**config.mk**
```make
export PLATFORM = sky130hd
export DESIGN_NAME = cell_packer
export DESIGN_NICKNAME = d
export VERILOG_FILES = /design/src/rtl/cell_fmt_pkg.sv /design/src/rtl/cell_prio_arb.sv /design/src/rtl/cell_event_tally.sv /design/src/rtl/cell_hit_sum.sv /design/src/rtl/cell_packer.sv
export SDC_FILE = /design/constraint.sdc
export NUM_CORES = 1
export LEC_CHECK = 0
export BUFFER_PORTS_ARGS = -buffer_cell sky130_fd_sc_hd__buf_2
export CORE_MARGIN = 4
export CORE_UTILIZATION = 50
export DETAILED_ROUTE_END_ITERATION = 8
export GPL_ROUTABILITY_DRIVEN = 0
export PLACE_DENSITY = 0.77
export SLEW_MARGIN = 15
export SYNTH_ARGS = -nofsm -noshare
export SYNTH_HDL_FRONTEND = slang
export SYNTH_SLANG_ARGS = --single-unit
```
**constraint.sdc**
```tcl
create_clock -name clk -period 9 [get_ports clk]
set_input_delay 0.9 -clock clk [delete_from_list [all_inputs] [get_ports clk]]
set_output_delay 0.9 -clock clk [all_outputs]
set_load 0.1 [all_outputs]
```
**src/rtl/cell_fmt_pkg.sv**
```systemverilog
package cell_fmt_pkg;

    localparam int WORD_W  = 16;
    localparam int CH_W    = 5;
    localparam int GATE_W  = 11;
    localparam int LEVT_W  = 12;
    localparam int CODE_W  = 2;
    localparam int TDC_W   = 16;
    localparam int GEVT_W  = 32;
    localparam int GHI_W   = GEVT_W - 4;
    localparam int RAW_W   = 32;
    localparam int SRCID_W = 4;
    localparam int CLS_W   = 2;
    localparam int DEV_W   = 4;
    localparam int SADR_W  = 6;

    // source slots, lower index wins arbitration
    localparam int SRC_N      = 4;
    localparam int SRC_SPACER = 0;
    localparam int SRC_STATUS = 1;
    localparam int SRC_HIT    = 2;
    localparam int SRC_RAW    = 3;

    localparam logic [3:0] HDR_SPACER = 4'b1100;
    localparam logic [3:0] HDR_RAW    = 4'b1101;
    localparam logic [3:0] HDR_STATUS = 4'b1110;

    typedef struct packed {
        logic [WORD_W-1:0] w1;
        logic [WORD_W-1:0] w2;
        logic [WORD_W-1:0] w3;
    } cell_t;

    typedef enum logic [1:0] {
        ST_IDLE,
        ST_WORD1,
        ST_WORD2,
        ST_WORD3
    } fmt_state_e;

    function automatic cell_t pack_hit(
        input logic [CH_W-1:0]   chan,
        input logic [GATE_W-1:0] gate,
        input logic [CODE_W-1:0] rng,
        input logic [CODE_W-1:0] trig,
        input logic [LEVT_W-1:0] evt,
        input logic [TDC_W-1:0]  tdc
    );
        cell_t c;
        c.w1 = {chan, gate};
        c.w2 = {rng, trig, evt};
        c.w3 = tdc;
        return c;
    endfunction

    function automatic cell_t pack_raw(
        input logic [SRCID_W-1:0] id,
        input logic [RAW_W-1:0]   data
    );
        cell_t c;
        c.w1 = {HDR_RAW, id, 8'h00};
        c.w2 = data[RAW_W-1:WORD_W];
        c.w3 = data[WORD_W-1:0];
        return c;
    endfunction

    function automatic cell_t pack_status(
        input logic [CLS_W-1:0]  cls,
        input logic [DEV_W-1:0]  dev,
        input logic [SADR_W-1:0] adr,
        input logic [RAW_W-1:0]  val
    );
        cell_t c;
        c.w1 = {HDR_STATUS, cls, dev, adr};
        c.w2 = val[RAW_W-1:WORD_W];
        c.w3 = val[WORD_W-1:0];
        return c;
    endfunction

    function automatic cell_t pack_spacer(
        input logic [GHI_W-1:0]  ghi,
        input logic [WORD_W-1:0] sum
    );
        cell_t c;
        c.w1 = {HDR_SPACER, ghi[GHI_W-1:WORD_W]};
        c.w2 = ghi[WORD_W-1:0];
        c.w3 = sum;
        return c;
    endfunction

    function automatic logic [WORD_W-1:0] cell_word_sum(input cell_t c);
        return c.w1 + c.w2 + c.w3;
    endfunction

endpackage

```
**src/rtl/cell_prio_arb.sv**
```systemverilog
module cell_prio_arb #(
    parameter int N = 4
) (
    input  logic         en,
    input  logic [N-1:0] req,
    output logic [N-1:0] grant
);
    always_comb begin
        logic taken;
        taken = 1'b0;
        grant = '0;
        for (int i = 0; i < N; i++) begin
            if (en && req[i] && !taken) begin
                grant[i] = 1'b1;
                taken    = 1'b1;
            end
        end
    end
endmodule

```
**src/rtl/cell_event_tally.sv**
```systemverilog
module cell_event_tally import cell_fmt_pkg::*; #(
    parameter int PERIOD = 64
) (
    input  logic              clk,
    input  logic              rst_n,
    input  logic              tick_valid,
    input  logic [GEVT_W-1:0] tick_num,
    output logic              tick_ready,
    input  logic              take,
    output logic              pend,
    output logic [GHI_W-1:0]  ghi
);
    localparam int CNT_W = (PERIOD > 1) ? $clog2(PERIOD) : 1;
    localparam logic [CNT_W-1:0] LAST = CNT_W'(PERIOD - 1);

    logic [CNT_W-1:0] count_q;
    logic             accept;

    assign tick_ready = !pend;
    assign accept     = tick_valid && tick_ready;

    always_ff @(posedge clk) begin
        if (!rst_n) begin
            count_q <= '0;
            pend    <= 1'b0;
            ghi     <= '0;
        end else begin
            if (take) begin
                pend <= 1'b0;
            end
            if (accept) begin
                if (count_q == LAST) begin
                    count_q <= '0;
                    pend    <= 1'b1;
                    ghi     <= tick_num[GEVT_W-1:4];
                end else begin
                    count_q <= count_q + 1'b1;
                end
            end
        end
    end
endmodule

```
**src/rtl/cell_hit_sum.sv**
```systemverilog
module cell_hit_sum #(
    parameter int W = 16
) (
    input  logic         clk,
    input  logic         rst_n,
    input  logic         add_en,
    input  logic [W-1:0] add_val,
    input  logic         clear,
    output logic [W-1:0] sum
);
    always_ff @(posedge clk) begin
        if (!rst_n) begin
            sum <= '0;
        end else if (clear) begin
            sum <= '0;
        end else if (add_en) begin
            sum <= sum + add_val;
        end
    end
endmodule

```
**src/rtl/cell_packer.sv**
```systemverilog
module cell_packer import cell_fmt_pkg::*; #(
    parameter int SPACER_PERIOD = 64,
    parameter int NUM_CH        = 24,
    parameter int DROP_W        = 8
) (
    input  logic               clk,
    input  logic               rst_n,
    input  logic               hit_valid,
    output logic               hit_ready,
    input  logic [4:0]         hit_chan,
    input  logic [10:0]        hit_gate,
    input  logic [1:0]         hit_range,
    input  logic [1:0]         hit_trig,
    input  logic [11:0]        hit_evt,
    input  logic [15:0]        hit_tdc,
    input  logic               raw_valid,
    output logic               raw_ready,
    input  logic [3:0]         raw_src,
    input  logic [31:0]        raw_data,
    input  logic               sts_valid,
    output logic               sts_ready,
    input  logic [1:0]         sts_class,
    input  logic [3:0]         sts_dev,
    input  logic [5:0]         sts_addr,
    input  logic [31:0]        sts_value,
    input  logic               tick_valid,
    output logic               tick_ready,
    input  logic [31:0]        tick_num,
    output logic               out_valid,
    input  logic               out_ready,
    output logic [15:0]        out_word,
    output logic [DROP_W-1:0]  drop_count
);
    localparam logic [CH_W-1:0] CH_LIMIT = CH_W'(NUM_CH - 1);

    fmt_state_e        state_q, state_d;
    cell_t             cell_q, cell_d;
    logic [SRC_N-1:0]  req, grant;
    logic              spacer_pend;
    logic [GHI_W-1:0]  spacer_ghi;
    logic [WORD_W-1:0] hit_sum;
    logic              hit_bad, emit, hit_add, spacer_take;
    cell_t             hit_cell;

    assign req[SRC_SPACER] = spacer_pend;
    assign req[SRC_STATUS] = sts_valid;
    assign req[SRC_HIT]    = hit_valid;
    assign req[SRC_RAW]    = raw_valid;

    cell_prio_arb #(.N(SRC_N)) u_arb (
        .en    (state_q == ST_IDLE),
        .req   (req),
        .grant (grant)
    );

    cell_event_tally #(.PERIOD(SPACER_PERIOD)) u_tally (
        .clk        (clk),
        .rst_n      (rst_n),
        .tick_valid (tick_valid),
        .tick_num   (tick_num),
        .tick_ready (tick_ready),
        .take       (spacer_take),
        .pend       (spacer_pend),
        .ghi        (spacer_ghi)
    );

    assign hit_cell    = pack_hit(hit_chan, hit_gate, hit_range, hit_trig, hit_evt, hit_tdc);
    assign hit_bad     = hit_chan > CH_LIMIT;
    assign hit_add     = grant[SRC_HIT] && !hit_bad;
    assign spacer_take = grant[SRC_SPACER];
    assign emit        = (|grant) && !(grant[SRC_HIT] && hit_bad);

    cell_hit_sum #(.W(WORD_W)) u_sum (
        .clk     (clk),
        .rst_n   (rst_n),
        .add_en  (hit_add),
        .add_val (cell_word_sum(hit_cell)),
        .clear   (spacer_take),
        .sum     (hit_sum)
    );

    // cell selected in idle
    always_comb begin
        cell_d = cell_q;
        if (grant[SRC_SPACER]) begin
            cell_d = pack_spacer(spacer_ghi, hit_sum);
        end else if (grant[SRC_STATUS]) begin
            cell_d = pack_status(sts_class, sts_dev, sts_addr, sts_value);
        end else if (hit_add) begin
            cell_d = hit_cell;
        end else if (grant[SRC_RAW]) begin
            cell_d = pack_raw(raw_src, raw_data);
        end
    end

    // next state
    always_comb begin
        state_d = state_q;
        unique case (state_q)
            ST_IDLE:  if (emit)      state_d = ST_WORD1;
            ST_WORD1: if (out_ready) state_d = ST_WORD2;
            ST_WORD2: if (out_ready) state_d = ST_WORD3;
            ST_WORD3: if (out_ready) state_d = ST_IDLE;
            default:                 state_d = ST_IDLE;
        endcase
    end

    // state register
    always_ff @(posedge clk) begin
        if (!rst_n) begin
            state_q <= ST_IDLE;
        end else begin
            state_q <= state_d;
        end
    end

    always_ff @(posedge clk) begin
        if (!rst_n) begin
            cell_q <= '0;
        end else if (state_q == ST_IDLE && emit) begin
            cell_q <= cell_d;
        end
    end

    always_ff @(posedge clk) begin
        if (!rst_n) begin
            drop_count <= '0;
        end else if (grant[SRC_HIT] && hit_bad && drop_count != '1) begin
            drop_count <= drop_count + 1'b1;
        end
    end

    // outputs
    always_comb begin
        hit_ready = grant[SRC_HIT];
        raw_ready = grant[SRC_RAW];
        sts_ready = grant[SRC_STATUS];
        out_valid = 1'b1;
        out_word  = '0;
        unique case (state_q)
            ST_IDLE:  out_valid = 1'b0;
            ST_WORD1: out_word  = cell_q.w1;
            ST_WORD2: out_word  = cell_q.w2;
            ST_WORD3: out_word  = cell_q.w3;
            default:  out_valid = 1'b0;
        endcase
    end
endmodule

```
---- Yosys cells after proc, flatten, opt, wreduce, memory -nomap -nowiden ----
Index checks and enable logic that the tools add are counted.
cells by class
  $add $sub $neg .......................... 5
  $lt $le $gt $ge ......................... 1
  equality and inequality tests ........... 9
  muxes and demuxes ....................... 21
  bitwise logic cells ..................... 1
  reductions and logical operators ........ 26
operators with widths
  operator             count
  $mux 48              4
  $add 16x16->16       3
  $pmux 16 s3          1
  $logic_and 1x1->1    13
  $mux 1               10
  $add 8x1->8 const B  1
  $mux 2               4
  $ne 2x2->1 const B   4
  $ne 8x8->1 const B   1
  $pmux 2 s4           1
  $add 6x1->6 const B  1
  $eq 6x6->1 const B   1
  $logic_not 1->1      6
  $mux 6               1
  $gt 5x5->1 const B   1
  $eq 2x2->1 const B   2
  $reduce_and 2->1     2
  $reduce_and 4->1     1
  $reduce_bool 4->1    1
  $reduce_or 4->1      1
  $eq 2x1->1 const B   1
  $logic_not 2->1      1
  $reduce_or 2->1      1
  $not 1->1            1
word-level totals
  register bits after elaboration ......... 109
  input bits .............................. 167
  output and inout bits ................... 29
  word-level logic and storage cells ...... 72

---- Depth between registers and ports, before layout ----
  word-level depth ........................ 16
  depth in mapped cells ................... 13
  mapped depth without buffers ............ 13

---- By module ----
Synthesis repeated with hierarchy kept, for this count alone.
second synthesis, totals
  cell total of the unflattened synthesis .. 914
  area total of the unflattened synthesis .. 7557.2 µm²
modules (own cells, without submodules)
  module            times used  cells an instance  area an instance (µm²)  sequential area each (µm²)
  cell_packer       1           585                4724.5                  1161.1
  cell_event_tally  1           162                1448.9                  700.7
  cell_hit_sum      1           161                1318.8                  320.3
  cell_prio_arb     1           6                  65.1                    0.0

---- Worst setup path after synthesis ----
No wires, ideal clock.
  path kind ............................... input to register
  from .................................... in hit_gate[1]
  to ...................................... reg u_sum.sum[15]
  setup time .............................. 0.116 ns
  data arrival time ....................... 3.767 ns
  data required time ...................... 8.884 ns
  setup slack ............................. 5.117 ns
  cell stages on the path ................. 13
  buffers on the path ..................... 0
  path through ............................ inv_1 -> fa_1 -> inv_1 -> fa_1 -> ha_1 -> fa_1 -> a21oi_1 -> o22ai_2 -> a2111oi_2 -> nor3_1 -> xnor2_1 -> a21oi_1 -> a31o_2
on the way
  word-level cells in the longest chain between the ends .. 3
ends and longest elaborated chain
  what                          line                text
  start: declaration            cell_packer.sv:11   input logic [10:0] hit_gate,
  $add 16x16->16 (2 in series)  cell_fmt_pkg.sv:92  return c.w1 + c.w2 + c.w3;
  $add 16x16->16                cell_hit_sum.sv:17  sum <= sum + add_val;
  end signal: assignment        cell_hit_sum.sv:17
  end: declaration              cell_hit_sum.sv:9   output logic [W-1:0] sum
No other way between the ends.
A chain may end at the register's enable or synchronous reset.

---- Worst setup path in the final report ----
Same ends and word-level chain as after synthesis.

==> results.toml <==
[power_and_ir_drop]
power_density_nw_per_um2 = 261.4
p_leak_nw = 3.674
vdd_drop_max_v = 0.0004935

[final_layout]
layout-drive-gt1-share = 0.2165
final_design_area_no_fill_sq_um = 8129
finalNonFillerCells = 1229
nets = 1267
antennaDiodeCount = 0
synthToLayoutAreaGrowth_pct = 19.17
postLayoutCoreUtil = 0.6114

[routing]
wire_per_inst_um = 17.96
drtPass1Iterations = 8
vias_per_cell = 5.750
num_vias = 7067
ant_nets = 0
drc = 0
drt_iter0_drc = 767
totalWireLength_um = 22080

[synth]
synth_cells = 899
seq_area_frac_synth = 0.3199
synth_top_area_cell = "dfxtp_1"
synthesis.nets = 1118
synth_top_area_share = 0.3199
yosys_warnings = 0
netlist_area_sq_um = 6822
synth.avg_cell_area_sq_um = 7.588
yosys_register_bits = 109
synthDistinctLibCells = 51
yosys-top-cells-area = "dfxtp_1 32%, a21oi_1 9.8%, nand2_1 9.2%, fa_1 8.8%, nor2_1 4.8%"

[worst_setup_path]
reg2reg_slack_ps = 5930
cp-start-kind = "input port"
critPathKind = "in -> reg"
crit_path_end_kind = "flip-flop"
r2r-start = "u_sum.sum[1]"
worstPathRequired_ps = 9250
cp_max_fo = 5
worst_r2r_endpoint = "u_sum.sum[15]"
reg2reg_depth = 10
crit_arrival_ps = 4240

[clocking]
cts_hold_buf = 0
cts_buffers = 9
clk_pin_slew_ps = 70
htreeDepth = 3
cts.path.max_buffers = 2
ctsRootBufferMaster = "clkbuf_16"
cts_sinks = 109
cts_tree = "done"
clkLatencyLatePin_ps = 350
ctsResizeCount = 0
cts_setup_buffers = 0

[grt]
grt.overflow.total = 0
grt_pass1_vias = 6540
grt_use_met2 = 0.4431
met1_usage = 0.3667
grt_pass1_wl_um = 34460
top_usage_layer = "met2"
grt_use_met3 = 0.06775
antenna_found_initial = 0
grt.total_usage = 0.2746
grt_max_degree = 83

[floorplanning]
core_area_sq_um = 13300
start_util = 0.5131
die_w_um = 124.8
rows = 42
dieArea_sq_um = 15580
ios = 196
die_y_um = 124.8

[placement]
dp_hpwl_um = 16330
post_dp_cell_area_sq_um = 7805
dp_cells = 1213
port_buffers = 191

[sta]
slew_violations = 0
period_minus_slack_ps = 3990
worst_pin_slew_ps = 954.0
slew_headroom = 0.3640
period_share = 0.4433
setup_viol = 0
max_freq_mhz = 250.6
finalSetupTns_ps = 0
hold_ws_ps = 458.4
fin_skew_ps = 6.019
finalHoldViolations = 0
rsz0062_at_grt = "no"

[run]
cap_violations = 0

[min_path]
holdPathEnd = "u_tally.ghi[15]"
holdPathStages = 2
worstHoldStart = "u_tally.ghi[15]"
min_path_type = "reg -> reg"

[status]
status = "complete, no violations"
critical path, stage by stage:
cell and delay (ps):
buf_2 90, inv_1 50, fa_1 550, inv_1 60
fa_1 480, ha_1 260, fa_1 420, a21oi_1 240
o22ai_2 180, a2111oi_2 320, nor3_1 110, xnor2_1 240
a21oi_1 100, a31o_2 240
metrics by stage:
step           total power (W)  worst slack, ps
4_1_cts               0.002112             5042
3_5_place_dp          0.001680             4722
5_1_grt               0.002252             4873
2_1_floorplan         0.001430             5117
3_3_place_gp          0.001657             4790
6_report              0.002125             5010
registers in the layout (all words and copies together), names as in the netlist:
signal,flops
state_q,2
u_sum.sum,16
drop_count,8
cell_q,48
u_tally.pend,1
u_tally.count_q,6
u_tally.ghi,28
synthesized netlist by cell type (all sizes together):
| cell | number |
|---|---|
| o211a | 2 |
| o22ai | 6 |
| nand3 | 10 |
| ha | 22 |
| a31oi | 1 |
| mux2i | 3 |
| nand2 | 168 |
| clkbuf | 37 |
| nor3 | 4 |
| a31o | 1 |
| dfxtp | 109 |
| o2111ai | 1 |
| a21oi | 136 |
| o21bai | 1 |
| nand4 | 6 |
| and4 | 1 |
| xor2 | 10 |
| o21a | 1 |
| a311oi | 36 |
| o21ba | 1 |
| a2111oi | 1 |
| clkinv | 2 |
| fa | 30 |
| nor2b | 3 |
| a21o | 5 |
| nor2 | 90 |
| or3 | 4 |
| buf | 23 |
| xnor2 | 13 |
| a222oi | 24 |
| nand3b | 1 |
| and2 | 1 |
| a211oi | 7 |
| inv | 83 |
| and3 | 2 |
| o31ai | 2 |
| nand2b | 2 |
| o21ai | 50 |
power breakdown:
part	total, W	switching (W)	internal (W)
Combinational	0.00106	0.000717	0.000344
Sequential	0.000632	0.0000557	0.000577
Clock	0.000431	0.000178	0.000253
Total	0.00212	0.000951	0.00117
worst max path at each step:
stage | slack [ps] | start | endpoint | depth (start not counted)
after floorplan | 5120 | hit_gate[1] | u_sum.sum[15] | 13
after global placement | 4790 | hit_gate[1] | u_sum.sum[15] | 14
after detailed placement | 4720 | hit_gate[1] | u_sum.sum[15] | 14
after CTS | 5040 | hit_gate[1] | u_sum.sum[15] | 14
after global routing | 4870 | hit_gate[1] | u_sum.sum[15] | 14
final | 5010 | hit_gate[1] | u_sum.sum[15] | 14
layer usage:
layer | share of wire | routed length (um)
met4 | 0.027 | 601
met5 | 0 | 0
met3 | 0.10 | 2198
met2 | 0.46 | 10260
met1 | 0.41 | 9013
layout by cell type (no fill, tap or decap), types with 9 or more instances in the layout:
master	synthesis	routed
a222oi_1	24	24
fa_1	30	30
o21ai_0	49	49
nor2_1	88	87
xnor2_1	13	13
inv_1	82	82
buf_2	19	191
dfxtp_1	109	109
a311oi_1	36	36
xor2_1	10	10
a21oi_1	134	134
ha_1	22	22
nand2_1	167	166
clkbuf_16	0	9
kinds of logic after synthesis:
family | Yosys count | synth area share
buf+inv | 145 | 0.08620
mux | 3 | 0.004402
simple gates | 292 | 0.1785
fa+ha+maj | 52 | 0.1284
compound gates | 275 | 0.2531
flops | 109 | 0.3199
xor+xnor | 23 | 0.02953
cell type report:
class	count	area, sq um
Clock buffer	13	250.2
Timing Repair Buffer	198	1008
Tap cell	176	220.2
Sequential cell	109	2182
Clock inverter	3	68.82
Multi-Input combinational cell	645	4079
Inverter	85	320.3
Fill cell	1242	5166
Note: power is estimated with default switching activity, not from simulation.
